--- config.mk ---
export PLATFORM = sky130hd
export DESIGN_NAME = rcc_exec
export DESIGN_NICKNAME = d
export VERILOG_FILES = /design/src/rtl/rcc_pkg.sv /design/src/rtl/rcc_exec.sv
export SDC_FILE = /design/constraint.sdc
export NUM_CORES = 1
export LEC_CHECK = 0
export ABC_AREA = 1
export BUFFER_PORTS_ARGS = -buffer_cell sky130_fd_sc_hd__buf_2
export CAP_MARGIN = 20
export CORE_ASPECT_RATIO = 1.2
export CORE_MARGIN = 2
export CORE_UTILIZATION = 53
export DETAILED_ROUTE_END_ITERATION = 8
export PLACE_DENSITY = 0.92
export SLEW_MARGIN = 20
export SYNTH_ARGS = -nofsm -noshare
export SYNTH_HDL_FRONTEND = slang
export SYNTH_SLANG_ARGS = --single-unit
--- constraint.sdc ---
create_clock -name vclk -period 3.7
set_input_delay 0.555 -clock vclk [all_inputs]
set_output_delay 0.555 -clock vclk [all_outputs]
set_load 0.005 [all_outputs]
--- src/rtl/rcc_pkg.sv ---
package rcc_pkg;
  localparam int INSTR_W = 16;
  localparam int REG_AW  = 3;
  localparam int NREGS   = 1 << REG_AW;
  localparam int IMM_W   = 6;
  localparam int NFIELDS = 6;

  localparam logic [3:0] OPC_ADD  = 4'd0;
  localparam logic [3:0] OPC_SUB  = 4'd1;
  localparam logic [3:0] OPC_AND  = 4'd2;
  localparam logic [3:0] OPC_XOR  = 4'd3;
  localparam logic [3:0] OPC_ADDI = 4'd4;
  localparam logic [3:0] OPC_ST   = 4'd5;
  localparam logic [3:0] OPC_BNZ  = 4'd6;

  // first member is the MSB: pc lands on bit 0
  typedef struct packed {
    logic nxt;
    logic addr;
    logic res;
    logic ops;
    logic instr;
    logic pc;
  } field_mask_t;

  typedef enum logic {ST_CHECK, ST_RECOVER} chk_state_e;
endpackage

--- src/rtl/rcc_exec.sv ---
module rcc_exec
  import rcc_pkg::*;
#(
  parameter int XLEN = 16,
  parameter int PC_W = 8
) (
  input  logic [PC_W-1:0]    pc_i,
  input  logic [INSTR_W-1:0] instr_i,
  input  logic [XLEN-1:0]    a_i,
  input  logic [XLEN-1:0]    b_i,
  output logic [XLEN-1:0]    result_o,
  output logic [XLEN-1:0]    addr_o,
  output logic [PC_W-1:0]    next_pc_o,
  output logic               we_o,
  output logic [REG_AW-1:0]  rd_o
);
  logic [3:0]      opc;
  logic [XLEN-1:0] imm_x;
  logic [PC_W-1:0] imm_p;
  logic [PC_W-1:0] pc_inc;

  assign opc    = instr_i[15:12];
  assign rd_o   = instr_i[11:9];
  assign imm_x  = {{(XLEN-IMM_W){instr_i[IMM_W-1]}}, instr_i[IMM_W-1:0]};
  assign imm_p  = {{(PC_W-IMM_W){instr_i[IMM_W-1]}}, instr_i[IMM_W-1:0]};
  assign pc_inc = pc_i + PC_W'(1);

  always_comb begin
    result_o  = '0;
    addr_o    = '0;
    next_pc_o = pc_inc;
    we_o      = 1'b0;
    case (opc)
      OPC_ADD:  begin result_o = a_i + b_i;   we_o = 1'b1; end
      OPC_SUB:  begin result_o = a_i - b_i;   we_o = 1'b1; end
      OPC_AND:  begin result_o = a_i & b_i;   we_o = 1'b1; end
      OPC_XOR:  begin result_o = a_i ^ b_i;   we_o = 1'b1; end
      OPC_ADDI: begin result_o = a_i + imm_x; we_o = 1'b1; end
      OPC_ST:   begin result_o = b_i; addr_o = a_i; end
      OPC_BNZ:  if (a_i != '0) next_pc_o = pc_i + imm_p;
      default:  ;
    endcase
    if (rd_o == '0) we_o = 1'b0;
  end
endmodule

Yosys cells after proc, flatten, opt, wreduce, memory -nomap -nowiden
Cells that the tools add are included.
- order comparisons: 0
- bitwise logic cells: 2
- reduce and logical (&&, ||, !) cells: 4
- multiply operators: 0
- shifts and indexed selects: 0
- add/sub/neg operators: 5
- mux-type cells: 6
- div/mod/pow operators: 0
- equal/unequal tests: 6
- operators by type and width (operator ; number):
    $pmux W16 S6 ; 1
    $add A16 B16 Y16 ; 2
    $and A16 B16 Y16 ; 1
    $mux W16 ; 1
    $mux W8 ; 2
    $reduce_bool A16 Y1 ; 1
    $sub A16 B16 Y16 ; 1
    $xor A16 B16 Y16 ; 1
    $eq A4 B3 Y1 const B ; 3
    $add A8 B1 Y8 const B ; 1
    $add A8 B8 Y8 ; 1
    $eq A4 B2 Y1 const B ; 2
    $reduce_or A5 Y1 ; 1
    $eq A4 B1 Y1 const B ; 1
    $logic_not A4 Y1 ; 1
    $logic_not A3 Y1 ; 1
    $mux W1 ; 2
- bits in read-only memories: 0
- output and inout bits: 44
- bits in writable memories: 0
- input bits: 56
- latch bits: 0
- bits in registers: 0
- logic and storage cells: 23
- memories kept: 0

Depth between registers and ports, before layout
Gate-level depths: netlist of run 1.
- depth after elaboration: 4
- mapped depth: 20

Worst setup path before layout of run 1
Ideal clock, no wire load.
- kind: input-to-output
- start point: input port b_i[0]
- end point: output port result_o[15]
- cell stages on the path: 19
- buffers on the path: 0
- slack: 0.575 ns
- data arrival time: 2.570 ns
- data required time: 3.145 ns
- cells stage by stage: inv_1 > ha_1 > nand2_1 > nor2_2 > nand4_1 > nor2_1 > nand2_1 > nand2_1 > nand3_1 > a22oi_1 > ha_1 > a21oi_1 > o21a_1 > nand2_1 > a21oi_1 > inv_1 > nand2_1 > nand3_1 > nand2_1
- cells in the longest elaborated chain, start to end: 2
- elaborated cells between the ends (all ways): 3
- those cells by class: add/sub: 2; mux: 1
- ends and longest elaborated chain (what ; line ; text):
    start: declaration ; rcc_exec.sv:10 ; input logic [XLEN-1:0] b_i,
    $sub A16 B16 Y16 or $add A16 B16 Y16 (tied branches) ; rcc_exec.sv:35, rcc_exec.sv:34 ;
    $pmux W16 S6 * ; rcc_exec.sv:33 ; case (opc)
    end: declaration ; rcc_exec.sv:11 ; output logic [XLEN-1:0] result_o,
Mark *: on every way between the ends. The rest lies on a longest branch, timed or not.

Worst setup path after layout of run 1
- start point: input port b_i[1]
- end point: output port result_o[11]
Same word-level chain as after synthesis.

==> impl_summary.txt, run 1 <==
----------------------------------------------------
[Global routing]
  Global-route wire length before repair ... 14,200 um
  Initial antenna violation count ... 0
  Via count of the first global-routing pass ... roughly 3,300
  Global-route usage over all layers ... 0.297
  Overflow left after global routing ... 0
  Maximum number of pins on one net before global-route repair ... 26

[Power]
  Pwr per Cell Area ... ~140 nW/um2
  Maximum vdd drop ... 71.5 uV
  Static Leakage ... 0.00191 uW

[Floorplan]
  Chip Width ... 69.2 um
  Count of pins on the block boundary ... 100
  Die height ... 82.2 um
  Core ar. ... roughly 4900 um2
  Starting density of the core ... 0.547
  FP Rows ... 28
  Die outline area ... 5690 um2

[Timing]
  Final critical path time including I/O delays and setup ... 3.69 ns
  Fin. Hold Viols ... 0
  Share of the clock period used by the worst path ... 0.997
  Setup total negative slack ... 0 ns
  Unrepaired setup endpoints after global routing ... yes
  Final setup vio count ... 0
  Final count of pins violating max slew ... 0
  Max Clock Freq ... approximately 0.27 GHz
  Relative slew slack ... 0.389
  Slew @ Worst Pin ... 0.915 ns

[Route]
  Vias per cell ... 5.93
  Routed wire length per instance ... 14.6 um
  Number of optimization iterations in the first detailed-route pass ... 5
  Total detailed-routing wirelength ... 9280 um
  DR iter-0 viols ... 300
  Count of nets left with antenna violations after detail routing ... 0
  Count of unresolved DRC violations after routing ... 0
  Via count of the routed design ... roughly 3,800

[Placement]
  PortBufs ... just under 100
  Post-detailed-placement cell area ... 3290 um2
  DP HPWL ... 7270 um
  Placer Congestion ... roughly 0.96

[Yosys]
  Area of the mapped netlist ... 2700 um2
  Main area contributors after synthesis ... sky130_fd_sc_hd__ha_1 20%, sky130_fd_sc_hd__nand2_1 12%, sky130_fd_sc_hd__inv_1 8.8%
  Cells after Synth ... 469
  Mapped Avg Cell Area ... roughly 5.8 um2
  Top cell type's share of synthesized area ... 0.204
  Total nets after synthesis ... 571
  Library cells used by synthesis ... 44
  Portion of the post-synthesis area used by sequential elements ... 0
  Most frequently used cell type in the post-synthesis netlist ... sky130_fd_sc_hd__nand2_1
  Number of warning messages in the yosys log ... 0
  Leading cell types by count after synthesis ... 89 x sky130_fd_sc_hd__nand2_1, 63 x sky130_fd_sc_hd__inv_1, 61 x sky130_fd_sc_hd__nor2_1
  Top cell type by total area after synthesis ... sky130_fd_sc_hd__ha_1

[Setup path]
  Category of the worst setup path launch point ... input pin
  WP data arrival ... 3.13 ns
  Category of the critical setup timing path ... input pin to output port
  WP data required ... 3.14 ns
  Critical Path Fanout Max ... 4
  Crit path capture type ... output port

[Cells and area]
  Layout cell share with drive strength beyond 1 ... 0.285
  Sequential cell area ... 0 um2
  Area growth from synthesis to final layout ... 27.9%
  Final design instance area without fill ... 3460 um2
  Number of clock-tree buffers in the layout ... 0
  Number of flip-flops and latches ... 0
  Antenna diode count ... 0
  NumNets Final ... 680

[Hold path]
  Type of the most critical hold path ... input pin to output port

[Clock tree]
  Post-CTS Hold Fix Bufs ... 0

[Flow run]
  # Max-Cap Violations ... 0

[Run status]
  Run status ... completed

----------------------------------------------------
==> worst paths after layout <==
| kind | from | to | cells past startpoint |
|---|---|---|---|
| worst min-delay path | instr_i[9] | rd_o[0] | 2 |
| worst max-delay path | b_i[1] | result_o[11] | 20 |
==> per-stage QoR <==
stage / instances / hold WS [ns] / power (uW) / setup WS [ns] / utilization
floorplan: 469 / 1.19 / 276 / 0.575 / -
finish: 636 / 1.29 / 475 / 0.0106 / 0.700
global placement: 628 / 1.29 / 424 / -0.0395 / 0.666
detailed placement: 628 / 1.29 / 436 / -0.163 / 0.666
global route: 636 / 1.30 / 528 / -0.114 / 0.700
CTS: 628 / 1.29 / 443 / 0.00426 / 0.671
==> critical path: stages <==
cell and delay, ns:
sky130_fd_sc_hd__buf_6 0.10, sky130_fd_sc_hd__inv_4 0.05, sky130_fd_sc_hd__ha_4 0.15, sky130_fd_sc_hd__nand2_4 0.06, sky130_fd_sc_hd__nor2_4 0.13, sky130_fd_sc_hd__nand4_1 0.20
sky130_fd_sc_hd__nor2_2 0.19, sky130_fd_sc_hd__buf_4 0.13, sky130_fd_sc_hd__nor2_1 0.04, sky130_fd_sc_hd__a21oi_2 0.16, sky130_fd_sc_hd__a21oi_1 0.08, sky130_fd_sc_hd__ha_1 0.30
sky130_fd_sc_hd__a21oi_1 0.18, sky130_fd_sc_hd__o21ai_1 0.12, sky130_fd_sc_hd__buf_4 0.14, sky130_fd_sc_hd__a21oi_1 0.16, sky130_fd_sc_hd__or2_1 0.13, sky130_fd_sc_hd__nand3_1 0.06
sky130_fd_sc_hd__nand2_1 0.07, sky130_fd_sc_hd__buf_2 0.11
==> where the power goes <==
part           switching [uW]  internal [uW]  leakage [uW]
sequential                  0              0             0
clock                       0              0             0
combinational             281            194       0.00191
==> per-layer routing <==
metal	routed length, um	track usage
met1	3660	0.352
met2	4610	0.562
met3	667	0.0158
met4	347	0.125
met5	0	0
==> layout by cell type (no fill, tap or decap), types with 5 or more instances in the layout <==
cell type,n
sky130_fd_sc_hd__nand2_1,86
sky130_fd_sc_hd__ha_1,43
sky130_fd_sc_hd__nor2_2,6
sky130_fd_sc_hd__nand4_1,10
sky130_fd_sc_hd__nor2_1,59
sky130_fd_sc_hd__inv_1,59
sky130_fd_sc_hd__nand3_1,33
sky130_fd_sc_hd__o21ai_1,6
sky130_fd_sc_hd__xor2_1,5
sky130_fd_sc_hd__a21oi_1,38
sky130_fd_sc_hd__o2111ai_1,6
sky130_fd_sc_hd__buf_2,95
sky130_fd_sc_hd__a21oi_2,5
sky130_fd_sc_hd__a221oi_1,8
sky130_fd_sc_hd__o21ai_0,25
sky130_fd_sc_hd__inv_2,8
sky130_fd_sc_hd__buf_4,20
==> what timing repair did <==
action,in CTS,in global routing
endpoints found under the setup margin,3,11
buffers inserted,0,8
pin swaps,1,13
resized for setup,6,26
==> layout make-up <==
| class | instances | area, um2 |
|---|---|---|
| repair buffers | 117 | 648 |
| inverters | 70 | 270 |
| fillers | 438 | 1480 |
| multi-input cells | 389 | 2460 |
| well taps | 60 | 75.1 |
==> cells by family (layout without fill, tap and decap cells) <==
| kind of cell | after synthesis | after routing | synth area share |
|---|---|---|---|
| buffers and inverters | 80 | 187 | 0.120 |
| XOR/XNOR | 9 | 9 | 0.0292 |
| AND/OR/NAND/NOR | 222 | 222 | 0.383 |
| adder cells (fa/ha/maj) | 46 | 46 | 0.219 |
| AO/OA/AOI/OAI | 112 | 112 | 0.250 |
Note: power is estimated with default switching activity, not from simulation.
==> run 2, diff against run 1 <==
--- a/config.mk
+++ b/config.mk
@@ -13,7 +13,9 @@
 export CORE_UTILIZATION = 53
 export DETAILED_ROUTE_END_ITERATION = 8
 export PLACE_DENSITY = 0.92
+export SETUP_SLACK_MARGIN = 0.2
 export SLEW_MARGIN = 20
 export SYNTH_ARGS = -nofsm -noshare
 export SYNTH_HDL_FRONTEND = slang
 export SYNTH_SLANG_ARGS = --single-unit
+export TNS_END_PERCENT = 1
==> run 2 against run 1 <==
The flow now finishes with violations (negative setup slack). Design area up 2.6%. Non-clock buffer count grew 3. Power up 3.2%. Critical path depth rose by 2. Combinational power up 3%. Global-route usage increased by 1.9 points. Sequential cell count stayed put. Setup slack got worse by 0.016 ns. Via count grew 2.6%. Die area stayed put. Critical path type unchanged.
==> impl_summary.txt, run 2 (synthesis results as in run 1) <==
----------------------------------------------------
[Run status]
  Run status ... finished, violations left (was completed)
  Violated checks ... negative setup slack

[Cells and area]
  Layout cell share with drive strength beyond 1 ... 0.316 (was 0.285)
  Most frequent cells in the layout ... 95 x sky130_fd_sc_hd__buf_2, 83 x sky130_fd_sc_hd__nand2_1, 58 x sky130_fd_sc_hd__inv_1 (was 95 x sky130_fd_sc_hd__buf_2, 86 x sky130_fd_sc_hd__nand2_1, 59 x sky130_fd_sc_hd__inv_1, 59 x sky130_fd_sc_hd__nor2_1, 43 x sky130_fd_sc_hd__ha_1)
  Sequential cell area ... 0 um2 (unchanged)
  Multi-input combinational cell area ... 2520 um2 (was 2460 um2)
  NumNets Final ... 683 (was 680)
  Final instance count without filler cells ... 639 (was 636)
  Number of clock-tree buffers in the layout ... 0 (unchanged)
  Most common cell after layout, fill and taps aside ... sky130_fd_sc_hd__buf_2 (unchanged)
  Layout filler cell count ... 414 (was 438)
  Antenna diode count ... 0 (unchanged)
  Area growth from synthesis to final layout ... 31.2% (was 27.9%)
  Number of flip-flops and latches ... 0 (unchanged)

[Setup path]
  WP data required ... 3.14 ns (about the same)
  WP data arrival ... 3.15 ns (was 3.13 ns)
  Crit path capture type ... output port (unchanged)
  Worst path cell trace ... buf_6 -> inv_4 -> ha_4 -> nand2_4 -> nor2_4 -> nand4_1 -> nor2_2 -> buf_4 -> nor2_2 -> a21oi_2 -> a21oi_2 -> ha_1 -> a21oi_2 -> o21ai_1 -> nand2_1 -> nand2_1 -> a21oi_2 -> inv_1 -> nand2_1 -> nand3_1 -> nand2_1 -> buf_2 (was buf_6 -> inv_4 -> ha_4 -> nand2_4 -> nor2_4 -> nand4_1 -> nor2_2 -> buf_4 -> nor2_1 -> a21oi_2 -> a21oi_1 -> ha_1 -> a21oi_1 -> o21ai_1 -> buf_4 -> a21oi_1 -> or2_1 -> nand3_1 -> nand2_1 -> buf_2)
  Number of buffers and inverters on the critical path ... 5 (unchanged)
  Worst path slowest cell ... sky130_fd_sc_hd__ha_1 (unchanged)
  Critical path depth ... 22 (was 20)
  Category of the critical setup timing path ... input pin to output port (unchanged)
  Largest delay share family, worst path ... simple AND/OR/NAND/NOR gates (unchanged)
  CP max stage delay ... 0.32 ns (was 0.30 ns)
  Category of the worst setup path launch point ... input pin (unchanged)
  Critical Path Fanout Max ... 4 (unchanged)

[Route]
  Wire length on met3 ... 779 um (was 667 um)
  Count of unresolved DRC violations after routing ... 0 (unchanged)
  Routed wire length per instance ... 15.2 um (was 14.6 um)
  Count of nets left with antenna violations after detail routing ... 0 (unchanged)
  Number of optimization iterations in the first detailed-route pass ... 5 (unchanged)
  Routed length on met2 ... 4780 um (was 4610 um)
  Wire length on met1 ... 3690 um (was 3660 um)
  Total detailed-routing wirelength ... 9680 um (was 9280 um)
  Vias per cell ... 6.05 (was 5.93)
  Via count of the routed design ... 3,869 (was 3,772)
  DR iter-0 viols ... 342 (was 300)
  Uppermost signal routing layer after detailed routing ... met4 (unchanged)

[Timing]
  Unrepaired setup endpoints after global routing ... yes (unchanged)
  Slew @ Worst Pin ... 0.944 ns (was 0.915 ns)
  Share of the clock period used by the worst path ... 1.00 (was 0.997)
  Relative slew slack ... 0.369 (was 0.389)
  Final critical path time including I/O delays and setup ... 3.71 ns (was 3.69 ns)
  Post-layout worst setup margin ... -0.00585 ns (was 0.0106 ns)
  Final count of pins violating max slew ... 0 (unchanged)
  Max Clock Freq ... 0.270 GHz (was 0.271 GHz)
  Final setup vio count ... 1 (was 0)
  Fin. Hold Viols ... 0 (unchanged)
  Setup total negative slack ... -0.00585 ns (was 0 ns)

[Flow run]
  # Max-Cap Violations ... 0 (unchanged)

[Power]
  Maximum vdd drop ... 71.9 uV (was 71.5 uV)
  Pwr per Cell Area ... 138 nW/um2 (was 137 nW/um2)
  Static Leakage ... 0.00192 uW (was 0.00191 uW)
  Total Power Consumption ... 490 uW (was 475 uW)

[Floorplan]
  Count of pins on the block boundary ... 100 (unchanged)
  Starting density of the core ... 0.547 (unchanged)
  Die outline area ... 5690 um2 (unchanged)
  Chip Width ... 69.2 um (unchanged)
  Die height ... 82.2 um (unchanged)
  Core ar. ... 4940 um2 (unchanged)
  FP Rows ... 28 (unchanged)

[Placement]
  Worst setup timing slack at the placement stage ... -0.163 ns (unchanged)
  Placer Congestion ... 0.959 (unchanged)
  PortBufs ... 97 (unchanged)
  Inst Count DP ... 628 (unchanged)
  DP HPWL ... 7270 um (unchanged)

[Hold path]
  Critical hold path startpoint ... instr_i[9] (unchanged)
  End of the worst hold path ... rd_o[0] (unchanged)
  Type of the most critical hold path ... input pin to output port (unchanged)
  Number of instances on the worst hold path ... 2 (unchanged)

[Global routing]
  Maximum number of pins on one net before global-route repair ... 26 (unchanged)
  Global-route wire length before repair ... 15,000 um (was 14,200 um)
  Overflow left after global routing ... 0 (unchanged)
  Global-route usage over all layers ... 0.316 (was 0.297)
  Via count of the first global-routing pass ... 3,493 (was 3,327)
  Initial antenna violation count ... 0 (unchanged)

[Clock tree]
  Post-CTS Hold Fix Bufs ... 0 (unchanged)

----------------------------------------------------
-- run 2: changes by cell type in the layout (fill, tap and decap cells not counted), sizes merged --
cell / delta
buf: +3
clkinvlp: +1
inv: -1
-- run 2: timing repair --
item | 4_1_cts | 5_1_grt
setup buffers | 5 | 6
resized for setup | 30 | 20
endpoints found under the setup margin | 10 | 12
pin swaps | 17 | 8
-- run 2: how the worst max path moves through the flow --
stage	startpoint	endpoint
after global placement	b_i[0]	result_o[15]
final	b_i[1]	result_o[15]
after global routing	b_i[1]	result_o[13]
after CTS	b_i[1]	result_o[15]
after detailed placement	b_i[0]	result_o[15]
after floorplan	b_i[0]	result_o[15]
-- run 2: where the power goes --
group / switching, uW / total [uW] / internal, uW / leakage (uW)
logic: 293 / 490 / 197 / 0.00192
clock network: 0 / 0 / 0 / 0
registers: 0 / 0 / 0 / 0
total: 293 / 490 / 197 / 0.00192
-- run 2: stage by stage --
step	cell area [um2]	hold slack, ns	util
after global placement	3290	1.29	0.666
final	3550	1.29	0.718
after floorplan	2700	1.19	-
after CTS	3440	1.29	0.697
after detailed placement	3290	1.29	0.666
after global routing	3550	1.30	0.718
-- run 2: layout make-up --
| cell class | instances | area share |
|---|---|---|
| inverter | 70 | 0.0780 |
| tap | 60 | 0.0212 |
| timing repair buffer | 120 | 0.189 |
| multi-input combinational | 389 | 0.712 |
-- run 2: metal layers --
| layer | vias up | global-route usage |
|---|---|---|
| met2 | 245 | 0.593 |
| met3 | 42 | 0.0218 |
| li1 | 1833 | - |
| met5 | - | 0 |
| met4 | 0 | 0.161 |
| met1 | 1749 | 0.364 |
